<file path="config.mk">
export PLATFORM = sky130hd
export DESIGN_NAME = thermo_code_conv
export DESIGN_NICKNAME = d
export VERILOG_FILES = /design/src/rtl/thermo_pkg.sv /design/src/rtl/thermo_trim.sv /design/src/rtl/thermo_div.sv /design/src/rtl/thermo_code_conv.sv
export SDC_FILE = /design/constraint.sdc
export NUM_CORES = 2
export LEC_CHECK = 0
export CORE_AREA = 2 2 227 285
export CTS_CLUSTER_DIAMETER = 100
export DETAILED_ROUTE_END_ITERATION = 12
export DIE_AREA = 0 0 229 287
export PLACE_DENSITY_LB_ADDON = 0.05
export SYNTH_ARGS = -nofsm -noshare
export SYNTH_HDL_FRONTEND = slang
export SYNTH_SLANG_ARGS = --single-unit
</file>
<file path="constraint.sdc">
create_clock -name clk -period 13.6 [get_ports clk]
set_input_delay 2.72 -clock clk [delete_from_list [all_inputs] [get_ports clk]]
set_output_delay 2.72 -clock clk [all_outputs]
set_load 0.02 [all_outputs]
</file>
<file path="src/rtl/thermo_pkg.sv">
package thermo_pkg;
    localparam int unsigned CORR_SCALE = 1000000;
    localparam int unsigned CURV_K     = 13;
    localparam int unsigned SPAN_MC    = 165000;
    localparam int unsigned OFFSET_MC  = 40000;
    localparam int unsigned GRAN_MC    = 500;
    localparam int unsigned HOT_DEF    = 3148;
    localparam int unsigned COLD_DEF   = 503;

    typedef enum logic [3:0] {
        S_IDLE, S_ACC, S_CORR_GO, S_CORR_WT, S_SCL_GO,
        S_SCL_WT, S_MUL, S_QNT_GO, S_QNT_WT
    } conv_st_t;
endpackage

</file>
<file path="src/rtl/thermo_trim.sv">
module thermo_trim #(
    parameter int unsigned WORD_W  = 32,
    parameter int unsigned VAL_W   = 12,
    parameter int unsigned DEFAULT = 0
) (
    input  logic [WORD_W-1:0] word,
    output logic [VAL_W-1:0]  val
);
    localparam int unsigned FLAG_BIT = WORD_W - 1;

    logic unused_mid;
    assign unused_mid = ^word[FLAG_BIT-1:VAL_W];

    always_comb begin
        val = word[FLAG_BIT] ? word[VAL_W-1:0] : VAL_W'(DEFAULT);
    end
endmodule

</file>
<file path="src/rtl/thermo_div.sv">
module thermo_div #(
    parameter int unsigned W = 32
) (
    input  logic         clk,
    input  logic         rst_n,
    input  logic         go,
    input  logic [W-1:0] num,
    input  logic [W-1:0] den,
    output logic [W-1:0] quo,
    output logic [W-1:0] rem,
    output logic         vld
);
    localparam int unsigned CW = $clog2(W + 1);

    typedef struct packed {
        logic          busy;
        logic          vld;
        logic [CW-1:0] cnt;
        logic [W-1:0]  rem;
        logic [W-1:0]  quo;
        logic [W-1:0]  den;
    } dv_t;

    dv_t r_d, r_q;
    logic [W:0] rem_sh, trial;

    always_comb begin
        r_d     = r_q;
        r_d.vld = 1'b0;
        rem_sh  = {r_q.rem, r_q.quo[W-1]};
        trial   = rem_sh - {1'b0, r_q.den};
        if (go) begin
            r_d.busy = 1'b1;
            r_d.cnt  = CW'(W);
            r_d.rem  = '0;
            r_d.quo  = num;
            r_d.den  = den;
        end else if (r_q.busy) begin
            if (!trial[W]) begin
                r_d.rem = trial[W-1:0];
                r_d.quo = {r_q.quo[W-2:0], 1'b1};
            end else begin
                r_d.rem = rem_sh[W-1:0];
                r_d.quo = {r_q.quo[W-2:0], 1'b0};
            end
            r_d.cnt = r_q.cnt - 1'b1;
            if (r_q.cnt == CW'(1)) begin
                r_d.busy = 1'b0;
                r_d.vld  = 1'b1;
            end
        end
    end

    always_ff @(posedge clk or negedge rst_n) begin
        if (!rst_n) r_q <= '0;
        else        r_q <= r_d;
    end

    assign quo = r_q.quo;
    assign rem = r_q.rem;
    assign vld = r_q.vld;

    AST_REM_BELOW_DIVISOR: assert property (@(posedge clk) disable iff (!rst_n)
        r_q.vld |-> (r_q.rem < r_q.den));
    AST_NO_OVERLAP: assert property (@(posedge clk) disable iff (!rst_n)
        go |-> !r_q.busy);
endmodule

</file>
<file path="src/rtl/thermo_code_conv.sv">
module thermo_code_conv
    import thermo_pkg::*;
#(
    parameter int unsigned SMP_IN_W = 16,
    parameter int unsigned SMP_W    = 12,
    parameter int unsigned N_SMP    = 8,
    parameter int unsigned W        = 32
) (
    input  logic                clk,
    input  logic                rst_n,
    input  logic                start,
    input  logic                smp_vld,
    input  logic [SMP_IN_W-1:0] smp_data,
    input  logic [W-1:0]        trim_hot,
    input  logic [W-1:0]        trim_cold,
    output logic signed [W-1:0] temp_mc,
    output logic                done,
    output logic                err,
    output logic                busy
);
    localparam int unsigned LOG_N = $clog2(N_SMP);
    localparam int unsigned CNT_W = (LOG_N > 0) ? LOG_N : 1;
    localparam int unsigned ACC_W = SMP_W + LOG_N;

    typedef struct packed {
        conv_st_t       st;
        logic [ACC_W-1:0] acc;
        logic [CNT_W-1:0] cnt;
        logic [SMP_W-1:0] hot;
        logic [SMP_W-1:0] cold;
        logic [SMP_W-1:0] corr;
        logic [W-1:0]     scale;
        logic [W-1:0]     prod;
        logic [W-1:0]     temp;
        logic             err;
        logic             done;
    } cv_t;

    cv_t r_d, r_q;

    logic [SMP_W-1:0] hot_val, cold_val, avg;
    logic             div_go, div_vld;
    logic [W-1:0]     div_num, div_den, div_quo, div_rem;
    logic signed [W-1:0] diff_s;
    logic [W-1:0]     steps;
    logic             unused_bits;

    assign unused_bits = ^{smp_data[SMP_IN_W-1:SMP_W], div_quo[W-1:SMP_W]};

    thermo_trim #(.WORD_W(W), .VAL_W(SMP_W), .DEFAULT(HOT_DEF)) i_trim_hot (
        .word(trim_hot), .val(hot_val));
    thermo_trim #(.WORD_W(W), .VAL_W(SMP_W), .DEFAULT(COLD_DEF)) i_trim_cold (
        .word(trim_cold), .val(cold_val));

    thermo_div #(.W(W)) i_div (
        .clk(clk), .rst_n(rst_n), .go(div_go), .num(div_num), .den(div_den),
        .quo(div_quo), .rem(div_rem), .vld(div_vld));

    always_comb begin
        r_d      = r_q;
        r_d.done = 1'b0;
        div_go   = 1'b0;
        div_num  = '0;
        div_den  = '0;
        steps    = '0;
        avg      = SMP_W'(r_q.acc >> LOG_N);
        diff_s   = signed'(W'(r_q.corr)) - signed'(W'(r_q.cold));
        case (r_q.st)
            S_IDLE: if (start) begin
                r_d.acc  = '0;
                r_d.cnt  = '0;
                r_d.hot  = hot_val;
                r_d.cold = cold_val;
                r_d.st   = S_ACC;
            end
            S_ACC: if (smp_vld) begin
                r_d.acc = r_q.acc + ACC_W'(smp_data[SMP_W-1:0]);
                r_d.cnt = r_q.cnt + 1'b1;
                if (r_q.cnt == CNT_W'(N_SMP - 1)) r_d.st = S_CORR_GO;
            end
            S_CORR_GO: begin
                div_go  = 1'b1;
                div_num = W'(avg) * W'(CORR_SCALE);
                div_den = W'(CORR_SCALE) + W'(avg) * W'(CURV_K);
                r_d.st  = S_CORR_WT;
            end
            S_CORR_WT: if (div_vld) begin
                r_d.corr = div_quo[SMP_W-1:0];
                if (r_q.hot <= r_q.cold) begin
                    r_d.temp = '0;
                    r_d.err  = 1'b1;
                    r_d.done = 1'b1;
                    r_d.st   = S_IDLE;
                end else begin
                    r_d.st = S_SCL_GO;
                end
            end
            S_SCL_GO: begin
                div_go  = 1'b1;
                div_num = W'(SPAN_MC);
                div_den = W'(r_q.hot) - W'(r_q.cold);
                r_d.st  = S_SCL_WT;
            end
            S_SCL_WT: if (div_vld) begin
                r_d.scale = div_quo;
                r_d.st    = S_MUL;
            end
            S_MUL: begin
                r_d.prod = W'(diff_s * signed'(r_q.scale));
                r_d.st   = S_QNT_GO;
            end
            S_QNT_GO: begin
                div_go  = 1'b1;
                div_num = r_q.prod[W-1] ? (W'(0) - r_q.prod) : r_q.prod;
                div_den = W'(GRAN_MC);
                r_d.st  = S_QNT_WT;
            end
            S_QNT_WT: if (div_vld) begin
                if (r_q.prod[W-1])
                    steps = W'(0) - div_quo * W'(GRAN_MC);
                else
                    steps = (div_quo + W'(div_rem != '0)) * W'(GRAN_MC);
                r_d.temp = steps - W'(OFFSET_MC);
                r_d.err  = 1'b0;
                r_d.done = 1'b1;
                r_d.st   = S_IDLE;
            end
            default: r_d.st = S_IDLE;
        endcase
    end

    always_ff @(posedge clk or negedge rst_n) begin
        if (!rst_n) r_q <= '{st: S_IDLE, default: '0};
        else        r_q <= r_d;
    end

    assign temp_mc = signed'(r_q.temp);
    assign done    = r_q.done;
    assign err     = r_q.err;
    assign busy    = (r_q.st != S_IDLE);

    AST_DONE_PULSE: assert property (@(posedge clk) disable iff (!rst_n)
        done |=> !done);
    AST_ERR_ZERO: assert property (@(posedge clk) disable iff (!rst_n)
        (done && err) |-> (temp_mc == '0));
    AST_GRID_STEP: assert property (@(posedge clk) disable iff (!rst_n)
        (done && !err) |-> ((temp_mc % 500) == 0));
    AST_IDLE_AT_DONE: assert property (@(posedge clk) disable iff (!rst_n)
        done |-> !busy);
    AST_START_NO_RESTART: assert property (@(posedge clk) disable iff (!rst_n)
        (r_q.st == S_ACC && start && !smp_vld) |=> $stable(r_q.cnt));
endmodule

</file>
==> flow_summary_export.csv <==
group,metric,value,unit
yosys,syn_area_per_cell,9.15,µm²
sta,finalHoldViolCount,0,
global_route,grt_max_degree,141,
worst_setup_path,worstPathArrival,10.20,ns
worst_setup_path,r2r_end,"r_q[65]",
place,port_buffers,74,
die,core-area,0.0629,mm²
die,initial_core_util,59.6,%
clock_network,clk_pin_slew,0.06,ns
sta,fin_skew,0.0164,ns
detailed_routing,dr.pass1.iters,5,
worst_setup_path,slowest_delay,0.67,ns
yosys,synth_top_area_share,25.7,%
worst_setup_path,ff2ff_setup_slack,3.86,ns
yosys,yosysWarnings,0,
detailed_routing,vias,28900,
worst_setup_path,slowest_stage,"a2111oi_0",
yosys,yosys_most_used_dff,"dfrtp_1",
sta,max_clock_freq,103,MHz
sta,worst_slew_margin_rel,26.8,%
worst_hold_path,whs_endpoint,"r_q[131]",
worst_hold_path,hold_path_class,"reg2reg",
sta,finalSetupViolations,0,
die,die_y,287,µm
final_layout,nets,5002,
worst_setup_path,worstSetupStartpointType,"register",
final_layout,syn_to_final_growth,6.65,%
detailed_routing,drc,0,
yosys,ys_ff_latch,248,
sta,rsz0062_at_grt,"no",
worst_setup_path,endpoint_kind,"register",
sta,min_period,9.74,ns
clock_network,cts_resized,0,
yosys,synth_commonest_cells,"565 x inv_1, 481 x fa_1, 438 x nand2_1",
worst_hold_path,holdPathStages,2,
place,place_hpwl,77.2,mm
worst_hold_path,min_from,"r_q[131]",
yosys,syn_area,0.0375,mm²
worst_setup_path,r2r_start,"r_q[98]",
yosys,synth_cell_types,91,
clock_network,numCtsBuffers,31,
sta,finalSetupTns,0,ns
clock_network,cts_setup_buffers,0,
sta,min_period_over_period,71.6,%
global_route,grt_pass1_vias,30000,
detailed_routing,avgRoutedWirePerCell,19.8,µm
yosys,async_flop_share,100,%
sta,finalMaxSlewViolations,0,
detailed_routing,vias_per_cell,5.87,
detailed_routing,first_iter_violations,1359,
clock_network,cts_buffer_depth,3,
yosys,synth-edff-count,0,
die,die_x,229,µm
yosys,synth.area.top_cells,"fa_1 26%, dfrtp_1 17%, ha_1 13%",
detailed_routing,wl,97.2,mm
clock_network,cts_tree,"done",
detailed_routing,ant_nets,0,
status,status,"finished, final reports clean",
yosys,synth_top_area_cell,"fa_1",
global_route,grt-ovfl-total,0,
worst_setup_path,path_class,"reg2reg",
yosys,synth.most_common_cell,"inv_1",
sta,worst_pin_slew,1.09,ns
place,gp_congestion,0.899,
worst_setup_path,reg2reg_depth,36,
die,ios,119,
die,rows,103,
flow_run,max-cap-violations,0,
clock_network,cts-root-buf,"clkbuf_16",
yosys,synth_cells,4093,
global_route,grt.total_usage,30.5,%
global_route,antenna_found_initial,3,
final_layout,drive_above_1_share,5.37,%
clock_network,cts_hold_buf,0,
yosys,seq_area_frac_synth,16.6,%
final_layout,diodes,0,
clock_network,cts_sinks,248,
die,dieArea,0.0657,mm²
global_route,grt_pass1_wl,159,mm
worst_setup_path,critPathMaxFanout,21,
clock_network,h-tree-depth,1,
worst_setup_path,required,14.06,ns
clock_network,clkLatencyLatePin,0.62,ns
## placed cells by master, fill, tap and decap left out, types with 11 or more instances in the layout
| cell type | instances |
|---|---|
| clkbuf_16 | 31 |
| o22ai_1 | 27 |
| o21bai_1 | 19 |
| nor3_1 | 50 |
| o31ai_1 | 25 |
| o221ai_1 | 29 |
| a21o_1 | 64 |
| nand2_1 | 437 |
| nor2_1 | 149 |
| mux2i_1 | 50 |
| a211o_1 | 13 |
| buf_4 | 33 |
| or3_1 | 22 |
| a31oi_1 | 21 |
| nor2b_1 | 67 |
| dfrtp_1 | 246 |
| nand2b_1 | 29 |
| xnor2_1 | 186 |
| mux2_2 | 49 |
| and3_1 | 19 |
| and2_1 | 95 |
| or4_1 | 13 |
| inv_1 | 565 |
| nor4_1 | 28 |
| nor3b_1 | 12 |
| o21ai_0 | 193 |
| nand4_1 | 27 |
| a22o_1 | 11 |
| xor2_1 | 85 |
| or2_2 | 35 |
| nand3_1 | 55 |
| o21a_1 | 26 |
| a211oi_1 | 23 |
| ha_1 | 383 |
| fa_1 | 481 |
| a21boi_0 | 13 |
| clkdlybuf4s50_1 | 73 |
| a21oi_1 | 193 |
## cell families (layout without fill, tap and decap cells)
kind of cell	after synthesis	in the layout	share of synthesized area [%]
adders and majority gates	865	865	38.5
and+or+nand+nor	1084	1084	14.3
DFF	248	248	16.6
other	1	2	0.0100
xor gates and xnor gates	279	279	6.60
buffers and inverters	749	734	7.83
AOI/OAI and AO/OA	768	768	13.3
muxes	99	99	2.81
## worst max-delay path, delay by kind of cell (launching register included)
kind                     cells  cell delay [ns]
AO/OA/AOI/OAI               18             4.44
XOR/XNOR                     1             0.13
adder cells (fa/ha/maj)      9             3.84
buffers and inverters        7             0.38
flip-flops                   1             0.38
AND/OR/NAND/NOR              1             0.42
## layer usage
layer | part of all wire (%) | GRT usage, %
met4 | 4.5 | 12.4
met2 | 53 | 57.0
met5 | 0 | 0
met1 | 39 | 35.8
met3 | 3.4 | 3.02
## per-stage QoR
stage          area, µm²  instances  utilization (%)  hold slack, ns  worst slack [ns]
6_report           39900       4919             63.5           0.475              3.86
5_1_grt            39900       4919             63.5           0.492              3.22
4_1_cts            39900       4919             63.5           0.477              3.93
3_5_place_dp       38800       4861             61.7           0.464              3.99
3_3_place_gp       38800       4861             61.7           0.461              4.02
2_1_floorplan      37500       4094                -           0.442              5.10
## registers in the layout, summed over array words and instances (netlist names)
signal / count
i_div.quo: 32
i_div.vld: 1
err: 1
i_div.r_q: 29
avg: 12
temp_mc: 30
i_div.rem: 32
r_q: 110
done: 1
## worst max-delay path by stage
stage | start | endpoint | slack [ns] | depth (start not counted)
2_1_floorplan | r_q[98] | r_q[65] | 5.10 | 37
3_3_place_gp | r_q[98] | r_q[65] | 4.02 | 36
3_5_place_dp | r_q[98] | r_q[65] | 3.99 | 36
4_1_cts | r_q[98] | r_q[65] | 3.93 | 36
5_1_grt | r_q[98] | r_q[65] | 3.22 | 36
6_report | r_q[98] | r_q[65] | 3.86 | 36
## final cells by class
class / count / area, µm²
clock buffers: 39 / 866
flip-flops and latches: 248 / 6210
clock inverters: 19 / 264
multi-input cells: 3097 / 28400
repair buffers: 108 / 1010
inverters: 568 / 2130
well taps: 840 / 1050
fillers: 5570 / 22900
Power is left out: the tool's default activity adds up to more than one toggle a clock period on the data nets, which glitch-free logic cannot reach.
